<file path="config.mk">
export PLATFORM = sky130hd
export DESIGN_NAME = nest_irq_ctrl
export DESIGN_NICKNAME = d
export VERILOG_FILES = /design/src/rtl/nic_pkg.sv /design/src/rtl/nic_pin_sync.sv /design/src/rtl/nic_flags.sv /design/src/rtl/nic_nest.sv /design/src/rtl/nic_arbiter.sv /design/src/rtl/nest_irq_ctrl.sv
export SDC_FILE = /design/constraint.sdc
export NUM_CORES = 1
export LEC_CHECK = 0
export CAP_MARGIN = 20
export CORE_MARGIN = 10
export CORE_UTILIZATION = 40
export CTS_CLUSTER_SIZE = 30
export DETAILED_ROUTE_END_ITERATION = 16
export MAX_ROUTING_LAYER = met4
export PLACE_DENSITY = 0.77
export SETUP_SLACK_MARGIN = 0.15
export SYNTH_ARGS = -nofsm -noshare
export SYNTH_HDL_FRONTEND = slang
export SYNTH_HIERARCHICAL = 1
export SYNTH_SLANG_ARGS = --single-unit
</file>
<file path="constraint.sdc">
create_clock -name clk -period 9.72 [get_ports clk]
set_input_delay 1.944 -clock clk [delete_from_list [all_inputs] [get_ports clk]]
set_output_delay 1.944 -clock clk [all_outputs]
set_load 0.05 [all_outputs]
</file>
<file path="src/rtl/nic_pkg.sv">
package nic_pkg;
  localparam int NSRC   = 7;
  localparam int NPRIO  = 6;
  localparam int NFLAG  = 16;
  localparam int NLVL   = 4;
  localparam int LVLW   = $clog2(NLVL);
  localparam int IDXW   = $clog2(NSRC);
  localparam int VECW   = 16;
  localparam int NGP    = 8;
  // flag positions
  localparam int F_IE0  = 0;
  localparam int F_TF0  = 1;
  localparam int F_IE1  = 2;
  localparam int F_TF1  = 3;
  localparam int F_RX   = 4;
  localparam int F_TX   = 5;
  localparam int F_SPI  = 6;
  localparam int F_CMP  = 7;
  localparam int F_GP   = 8;
  localparam logic [VECW-1:0] VEC_BASE = 16'h0003;

  typedef logic [LVLW-1:0] lvl_t;

  function automatic logic [VECW-1:0] vec_of(input logic [IDXW-1:0] idx);
    return VEC_BASE + VECW'({idx, 3'b000});
  endfunction
endpackage

</file>
<file path="src/rtl/nic_pin_sync.sv">
module nic_pin_sync #(
  parameter int STAGES = 2
) (
  input  logic clk,
  input  logic rst_n,
  input  logic pin_n,
  output logic lvl_n,
  output logic fall
);
  logic [STAGES:0] sh_q, sh_d;

  always_comb sh_d = {sh_q[STAGES-1:0], pin_n};

  always_ff @(posedge clk or negedge rst_n) begin
    if (!rst_n) sh_q <= '1;
    else        sh_q <= sh_d;
  end

  assign lvl_n = sh_q[STAGES-1];
  assign fall  = sh_q[STAGES] & ~sh_q[STAGES-1];
endmodule

</file>
<file path="src/rtl/nic_flags.sv">
module nic_flags
  import nic_pkg::*;
(
  input  logic             clk,
  input  logic             rst_n,
  input  logic [1:0]       ext_edge,
  input  logic [1:0]       ext_lvl_n,
  input  logic [1:0]       ext_fall,
  input  logic [1:0]       tmr_roll,
  input  logic             rx_evt,
  input  logic             tx_evt,
  input  logic             spi_evt,
  input  logic [NGP-1:0]   gp_evt,
  input  logic             cmp_evt,
  input  logic [NFLAG-1:0] sw_set,
  input  logic [NFLAG-1:0] sw_clr,
  input  logic [NFLAG-1:0] hw_clr,
  output logic [NFLAG-1:0] flags_q,
  output logic [NSRC-1:0]  req
);
  logic [NFLAG-1:0] set_v, flags_d;

  always_comb begin
    set_v        = '0;
    set_v[F_IE0] = ext_fall[0] | sw_set[F_IE0];
    set_v[F_TF0] = tmr_roll[0] | sw_set[F_TF0];
    set_v[F_IE1] = ext_fall[1] | sw_set[F_IE1];
    set_v[F_TF1] = tmr_roll[1] | sw_set[F_TF1];
    set_v[F_RX]  = rx_evt      | sw_set[F_RX];
    set_v[F_TX]  = tx_evt      | sw_set[F_TX];
    set_v[F_SPI] = spi_evt;
    set_v[F_CMP] = cmp_evt     | sw_set[F_CMP];
    set_v[F_GP +: NGP] = gp_evt;
    flags_d = (flags_q & ~(sw_clr | hw_clr)) | set_v;
    for (int e = 0; e < 2; e++) begin
      if (!ext_edge[e]) flags_d[2*e] = ~ext_lvl_n[e];
    end
  end

  always_ff @(posedge clk or negedge rst_n) begin
    if (!rst_n) flags_q <= '0;
    else        flags_q <= flags_d;
  end

  always_comb begin
    req    = '0;
    req[0] = flags_q[F_IE0];
    req[1] = flags_q[F_TF0];
    req[2] = flags_q[F_IE1];
    req[3] = flags_q[F_TF1];
    req[4] = |flags_q[F_SPI:F_RX];
    req[5] = |flags_q[F_GP +: NGP];
    req[6] = flags_q[F_CMP];
  end

  assert_spi_no_swset_R6: assert property (@(posedge clk) disable iff (!rst_n)
    (!flags_q[F_SPI] && sw_set[F_SPI] && !spi_evt) |=> !flags_q[F_SPI]);

  assert_gp_hw_only_R6: assert property (@(posedge clk) disable iff (!rst_n)
    (gp_evt == '0) |=> ((flags_q[F_GP +: NGP] & ~$past(flags_q[F_GP +: NGP])) == '0));
endmodule

</file>
<file path="src/rtl/nic_nest.sv">
module nic_nest
  import nic_pkg::*;
(
  input  logic            clk,
  input  logic            rst_n,
  input  logic            push,
  input  lvl_t            push_lvl,
  input  logic            pop,
  output logic [NLVL-1:0] isr_q,
  output logic            act_any,
  output lvl_t            top_lvl
);
  logic [NLVL-1:0] isr_d;

  always_comb begin
    top_lvl = '0;
    for (int k = 0; k < NLVL; k++) begin
      if (isr_q[k]) top_lvl = lvl_t'(k);
    end
  end
  assign act_any = |isr_q;

  always_comb begin
    isr_d = isr_q;
    if (pop && act_any) isr_d[top_lvl] = 1'b0;
    if (push)           isr_d[push_lvl] = 1'b1;
  end

  always_ff @(posedge clk or negedge rst_n) begin
    if (!rst_n) isr_q <= '0;
    else        isr_q <= isr_d;
  end

  assert_reti_pops_one_R12: assert property (@(posedge clk) disable iff (!rst_n)
    (pop && !push && act_any) |=> ($countones(isr_q) == $past($countones(isr_q)) - 1));
endmodule

</file>
<file path="src/rtl/nic_arbiter.sv">
module nic_arbiter
  import nic_pkg::*;
(
  input  logic [NSRC-1:0]  req,
  input  logic [NSRC-1:0]  src_en,
  input  logic             glb_en,
  input  logic [NPRIO-1:0] prio_lo,
  input  logic [NPRIO-1:0] prio_hi,
  input  logic             act_any,
  input  lvl_t             top_lvl,
  output logic             win_valid,
  output logic [IDXW-1:0]  win_idx,
  output lvl_t             win_lvl
);
  lvl_t lvl_a [NSRC];

  for (genvar g = 0; g < NSRC; g++) begin : g_lvl
    if (g < NPRIO) begin : g_prog
      assign lvl_a[g] = {prio_hi[g], prio_lo[g]};
    end else begin : g_fixed
      assign lvl_a[g] = '0;
    end
  end

  always_comb begin
    win_valid = 1'b0;
    win_idx   = '0;
    win_lvl   = '0;
    for (int i = 0; i < NSRC; i++) begin
      if (req[i] && src_en[i] && glb_en && (!act_any || lvl_a[i] > top_lvl)
          && (!win_valid || lvl_a[i] > win_lvl)) begin
        win_valid = 1'b1;
        win_idx   = IDXW'(i);
        win_lvl   = lvl_a[i];
      end
    end
  end
endmodule

</file>
<file path="src/rtl/nest_irq_ctrl.sv">
module nest_irq_ctrl
  import nic_pkg::*;
(
  input  logic             clk,
  input  logic             rst_n,
  input  logic             instr_end,
  input  logic             irq_ack,
  input  logic             reti,
  input  logic             glb_en,
  input  logic [NSRC-1:0]  src_en,
  input  logic [NPRIO-1:0] prio_lo,
  input  logic [NPRIO-1:0] prio_hi,
  input  logic [1:0]       ext_mode,
  input  logic [1:0]       ext_pin_n,
  input  logic [1:0]       tmr_roll,
  input  logic             ser_rx_evt,
  input  logic             ser_tx_evt,
  input  logic             spi_evt,
  input  logic [NGP-1:0]   gp_evt,
  input  logic             cmp_evt,
  input  logic [NFLAG-1:0] sw_set,
  input  logic [NFLAG-1:0] sw_clr,
  output logic [NFLAG-1:0] flags,
  output logic             irq_take,
  output logic [VECW-1:0]  irq_vec
);
  logic [1:0]       lvl_n, fall;
  logic [NSRC-1:0]  req;
  logic [NFLAG-1:0] hw_clr;
  logic [NLVL-1:0]  isr;
  logic             act_any, win_valid, ack_eff;
  lvl_t             top_lvl, win_lvl;
  logic [IDXW-1:0]  win_idx;

  logic             wait_q, wait_d, take_q, take_d;
  logic [IDXW-1:0]  src_q;
  lvl_t             lvl_q;
  logic [VECW-1:0]  vec_q;

  for (genvar e = 0; e < 2; e++) begin : g_pin
    nic_pin_sync #(.STAGES(2)) u_sync (
      .clk(clk), .rst_n(rst_n), .pin_n(ext_pin_n[e]),
      .lvl_n(lvl_n[e]), .fall(fall[e]));
  end

  nic_flags u_flags (
    .clk(clk), .rst_n(rst_n), .ext_edge(ext_mode), .ext_lvl_n(lvl_n),
    .ext_fall(fall), .tmr_roll(tmr_roll), .rx_evt(ser_rx_evt),
    .tx_evt(ser_tx_evt), .spi_evt(spi_evt), .gp_evt(gp_evt),
    .cmp_evt(cmp_evt), .sw_set(sw_set), .sw_clr(sw_clr), .hw_clr(hw_clr),
    .flags_q(flags), .req(req));

  nic_nest u_nest (
    .clk(clk), .rst_n(rst_n), .push(ack_eff), .push_lvl(lvl_q), .pop(reti),
    .isr_q(isr), .act_any(act_any), .top_lvl(top_lvl));

  nic_arbiter u_arb (
    .req(req), .src_en(src_en), .glb_en(glb_en), .prio_lo(prio_lo),
    .prio_hi(prio_hi), .act_any(act_any), .top_lvl(top_lvl),
    .win_valid(win_valid), .win_idx(win_idx), .win_lvl(win_lvl));

  assign ack_eff = irq_ack & wait_q;

  always_comb begin
    hw_clr = '0;
    if (ack_eff) begin
      case (src_q)
        IDXW'(0): hw_clr[F_IE0] = ext_mode[0];
        IDXW'(1): hw_clr[F_TF0] = 1'b1;
        IDXW'(2): hw_clr[F_IE1] = ext_mode[1];
        IDXW'(3): hw_clr[F_TF1] = 1'b1;
        default:  hw_clr = '0;
      endcase
    end
    take_d = !wait_q && instr_end && win_valid;
    wait_d = take_d || (wait_q && !irq_ack);
  end

  always_ff @(posedge clk or negedge rst_n) begin
    if (!rst_n) begin
      wait_q <= 1'b0;
      take_q <= 1'b0;
    end else begin
      wait_q <= wait_d;
      take_q <= take_d;
    end
  end

  always_ff @(posedge clk or negedge rst_n) begin
    if (!rst_n) begin
      src_q <= '0;
      lvl_q <= '0;
      vec_q <= '0;
    end else if (take_d) begin
      src_q <= win_idx;
      lvl_q <= win_lvl;
      vec_q <= vec_of(win_idx);
    end
  end

  assign irq_take = take_q;
  assign irq_vec  = vec_q;

  assert_take_single_R10: assert property (@(posedge clk) disable iff (!rst_n)
    irq_take |=> !irq_take);

  assert_take_at_boundary_R10: assert property (@(posedge clk) disable iff (!rst_n)
    irq_take |-> $past(instr_end));

  assert_strict_preempt_R11: assert property (@(posedge clk) disable iff (!rst_n)
    irq_take |-> (!act_any || lvl_q > top_lvl));

  assert_lvl3_blocks_R11: assert property (@(posedge clk) disable iff (!rst_n)
    (isr[3] && !reti) |=> !irq_take);
endmodule

</file>
==> impl_metrics.py <==
metrics = {
    "status": {
        "status": "complete, no violations",
    },
    "power_and_ir_drop": {
        "clockPowerShare_pct": 15.2,
        "power.total_uw": 634,
        "p_int_uw": 374,
        "switching_share_pct": 41.1,
        "seqPwrFrac_pct": 29.3,
        "p_leak_uw": 0.00156,
        "switchingPower_uw": 261,
        "worst_ir_drop_vdd_mv": 0.191,
        "comb_power_share_pct": 55.4,
        "p_per_area_mw_per_mm2": 184,
    },
    "global_routing": {
        "grt_usage_pct": 13.9,
        "antenna_found_initial": 0,
        "grt_pass1_wl_um": 10700,
        "grt_overflow_total": 0,
        "grt_max_degree": 35,
        "first_global_vias": 2245,
    },
    "sta": {
        "setup_violations": 0,
        "fin_skew_ps": 3.31,
        "fin_crit_ps": 9100,
        "tightest_slew_ps": 542,
        "relSlewSlack_pct": 63.7,
        "rsz0062_at_grt": "no",
        "setup_slack_ps": 616,
        "maxSlewViolCount": 0,
        "setup-tns-final_ps": 0,
        "finalHoldViolations": 0,
        "timing.final.crit_share_pct": 93.7,
        "max_freq_mhz": 110,
    },
    "placed_design": {
        "place_congestion": 0.877,
        "post-place-cells": 422,
        "place_area_mm2": 0.00337,
        "dpl.hpwl_um": 5580,
        "post-place-ws_ps": 239,
        "port_buffers": 87,
    },
    "floorplan": {
        "die_h_um": 98.1,
        "die_area_mm2": 0.00963,
        "die_w_um": 98.1,
        "num_io_pins": 108,
        "coreArea_mm2": 0.00592,
        "start_util_pct": 41.2,
        "placement_rows": 28,
    },
    "setup_path": {
        "worstSetupPathType": "input pin to flop",
        "rrSetupSlack_ps": 1820,
        "crit_top_cell": "ha_1",
        "start_kind": "input pin",
        "end_kind": "flop",
        "worstPathRequired_ps": 9940,
        "crit_fanout": 7,
        "critPathSlowestCell": "clkdlybuf4s50_1",
        "arrival_ps": 9330,
        "critPathMaxStageDelay_ps": 430,
    },
    "clock_tree": {
        "cts-htree-levels": 2,
        "cts_root_buffer": "clkbuf_8",
        "cts.sinks": 34,
        "clk_path_buf_depth": 2,
        "clk_latency_ps": 280,
        "numCtsBuffers": 5,
        "clk_pin_slew_ps": 60,
        "tritoncts": "built",
    },
    "synth": {
        "synth-edff-count": 0,
        "ys_types": 54,
        "ys_seq_area_share_pct": 35.2,
        "ys.warnings.count": 6,
        "netlist.area_leader.share_pct": 28.7,
        "synth-seq-cells": 34,
        "synth.avg_cell_area_um2": 9.65,
        "synthCells": 253,
        "synthesis.area_mm2": 0.00244,
        "async_flop_share_pct": 100,
        "synth_ff_type": "dfrtp_1",
        "yosysTopAreaCell": "dfrtp_1",
        "synth_area_leaders": "dfrtp_1 (29%), ha_1 (11%), dfstp_2 (6.5%)",
    },
    "drt": {
        "drc_errors": 0,
        "maxUsedRoutingLayer": "met4",
        "wl_um": 6590,
        "met2_length_um": 3250,
        "wirelength_met1_um": 2870,
        "ant_nets": 0,
        "vias": 2131,
        "routed-wl-met3_um": 340,
        "wire_per_inst_um": 15.4,
        "via_per_inst": 4.97,
        "dr.pass1.iters": 4,
        "drtIter0Drc": 74,
    },
    "cells_and_area": {
        "final_cell_count_no_fill": 429,
        "drive_gt1_share_pct": 10.5,
        "fin_area_mm2": 0.00345,
        "area_growth_pct": 41.5,
        "finalNetCount": 451,
        "diodes": 0,
    },
    "job": {
        "max_cap_viol_count": 0,
    },
    "hold_path": {
        "holdCritPathClass": "flop to flop",
    },
}
-- layout by cell type, fill, tap and decap left out, drive strengths merged, types with 4 or more instances in the layout --
cell type,synthesis,layout
a211o,5,5
a21o,14,14
a21oi,4,4
a31oi,4,4
clkbuf,0,7
clkdlybuf4s50,0,87
conb,1,23
dfrtp,28,28
dfstp,6,6
ha,22,22
inv,19,19
mux2,5,5
nand2,14,14
nand2b,9,9
nand3,7,7
nor2,22,22
nor2b,14,14
nor4,4,4
o21ai,9,9
o22ai,4,4
or2,4,4
-- synthesized netlist by cell type (all sizes together), types with 3 or more instances --
master / n
dfrtp: 28
or2: 4
o22ai: 4
nand3: 7
and3: 3
dfstp: 6
inv: 19
a32oi: 3
a21o: 14
and2: 3
a211o: 5
mux2: 5
o21ai: 9
nand2b: 9
buf: 18
nand2: 14
nor4: 4
a21oi: 4
nor2: 22
nor2b: 14
or3: 3
a31oi: 4
ha: 22
-- sequential cells by signal (all words and copies together), names as in the netlist --
| register | count |
|---|---|
| wait_q | 1 |
| g_pin.u_sync/sh_q | 6 |
| lvl_q | 2 |
| src_q | 2 |
| u_nest/isr_q | 4 |
| irq_take | 1 |
| irq_vec | 2 |
| u_flags/flags_q | 16 |
-- repair_timing --
item                                    in CTS  in global routing
resized for setup                            0                  1
setup buffers                                0                  0
endpoints found under the setup margin       0                  3
hold buffers                                 0                  0
-- stage by stage --
stage	util [%]	hold slack (ps)
floorplan	-	345
global placement	57.0	346
detailed placement	57.0	350
CTS	58.2	359
global route	58.3	364
finish	58.3	358
-- area by class of cell --
type	count	area, um2
Clock buffer	7	76.3
Fill cell	543	2470
Inverter	19	71.3
Multi-Input combinational cell	204	1460
Sequential cell	34	858
Tap cell	75	93.8
Timing Repair Buffer	90	893
-- critical path: cells and delay by family --
family | cells | cell delay [ps]
AO/OA/AOI/OAI | 17 | 2620
AND/OR/NAND/NOR | 11 | 2170
multiplexers | 1 | 210
adder cells (fa/ha/maj) | 6 | 1710
buffers and inverters | 3 | 650
-- power by group through the flow --
stage          Sequential, uW  Combinational [uW]  Clock, uW
6_report                  186                 352       96.6
5_1_grt                   190                 385        108
4_1_cts                   186                 352       99.8
3_5_place_dp              188                 350          0
3_3_place_gp              187                 341          0
2_1_floorplan             222                 222          0
-- worst paths after layout --
kind | from | cells past startpoint | endpoint
min | g_pin[1].u_sync/sh_q[0] | 0 | g_pin[1].u_sync/sh_q[1]
max in group asynchronous | rst_n | 2 | g_pin[1].u_sync/sh_q[2]
min reg2reg | g_pin[1].u_sync/sh_q[0] | 0 | g_pin[1].u_sync/sh_q[1]
max reg2reg | u_nest/isr_q[3] | 38 | lvl_q[1]
max | prio_hi[0] | 38 | lvl_q[1]
min in group asynchronous | rst_n | 2 | irq_vec[1]
-- per-layer routing --
| metal | GRT usage (%) | up-vias |
|---|---|---|
| li1 | - | 1067 |
| met1 | 15.7 | 980 |
| met2 | 23.3 | 72 |
| met3 | 4.02 | 12 |
| met4 | 4.25 | 0 |
| met5 | - | - |
-- logic make-up (layout without fill, tap and decap cells) --
group	count (synthesis)	count (layout)	share of synthesized area (%)
AOI/OAI and AO/OA	59	59	19.8
adders and majority gates	22	22	11.3
buffers and inverters	37	116	8.61
DFF	34	34	35.2
muxes	5	5	2.31
other	1	23	0.154
and+or+nand+nor	95	95	22.7
(Power assumes the default switching activity.)
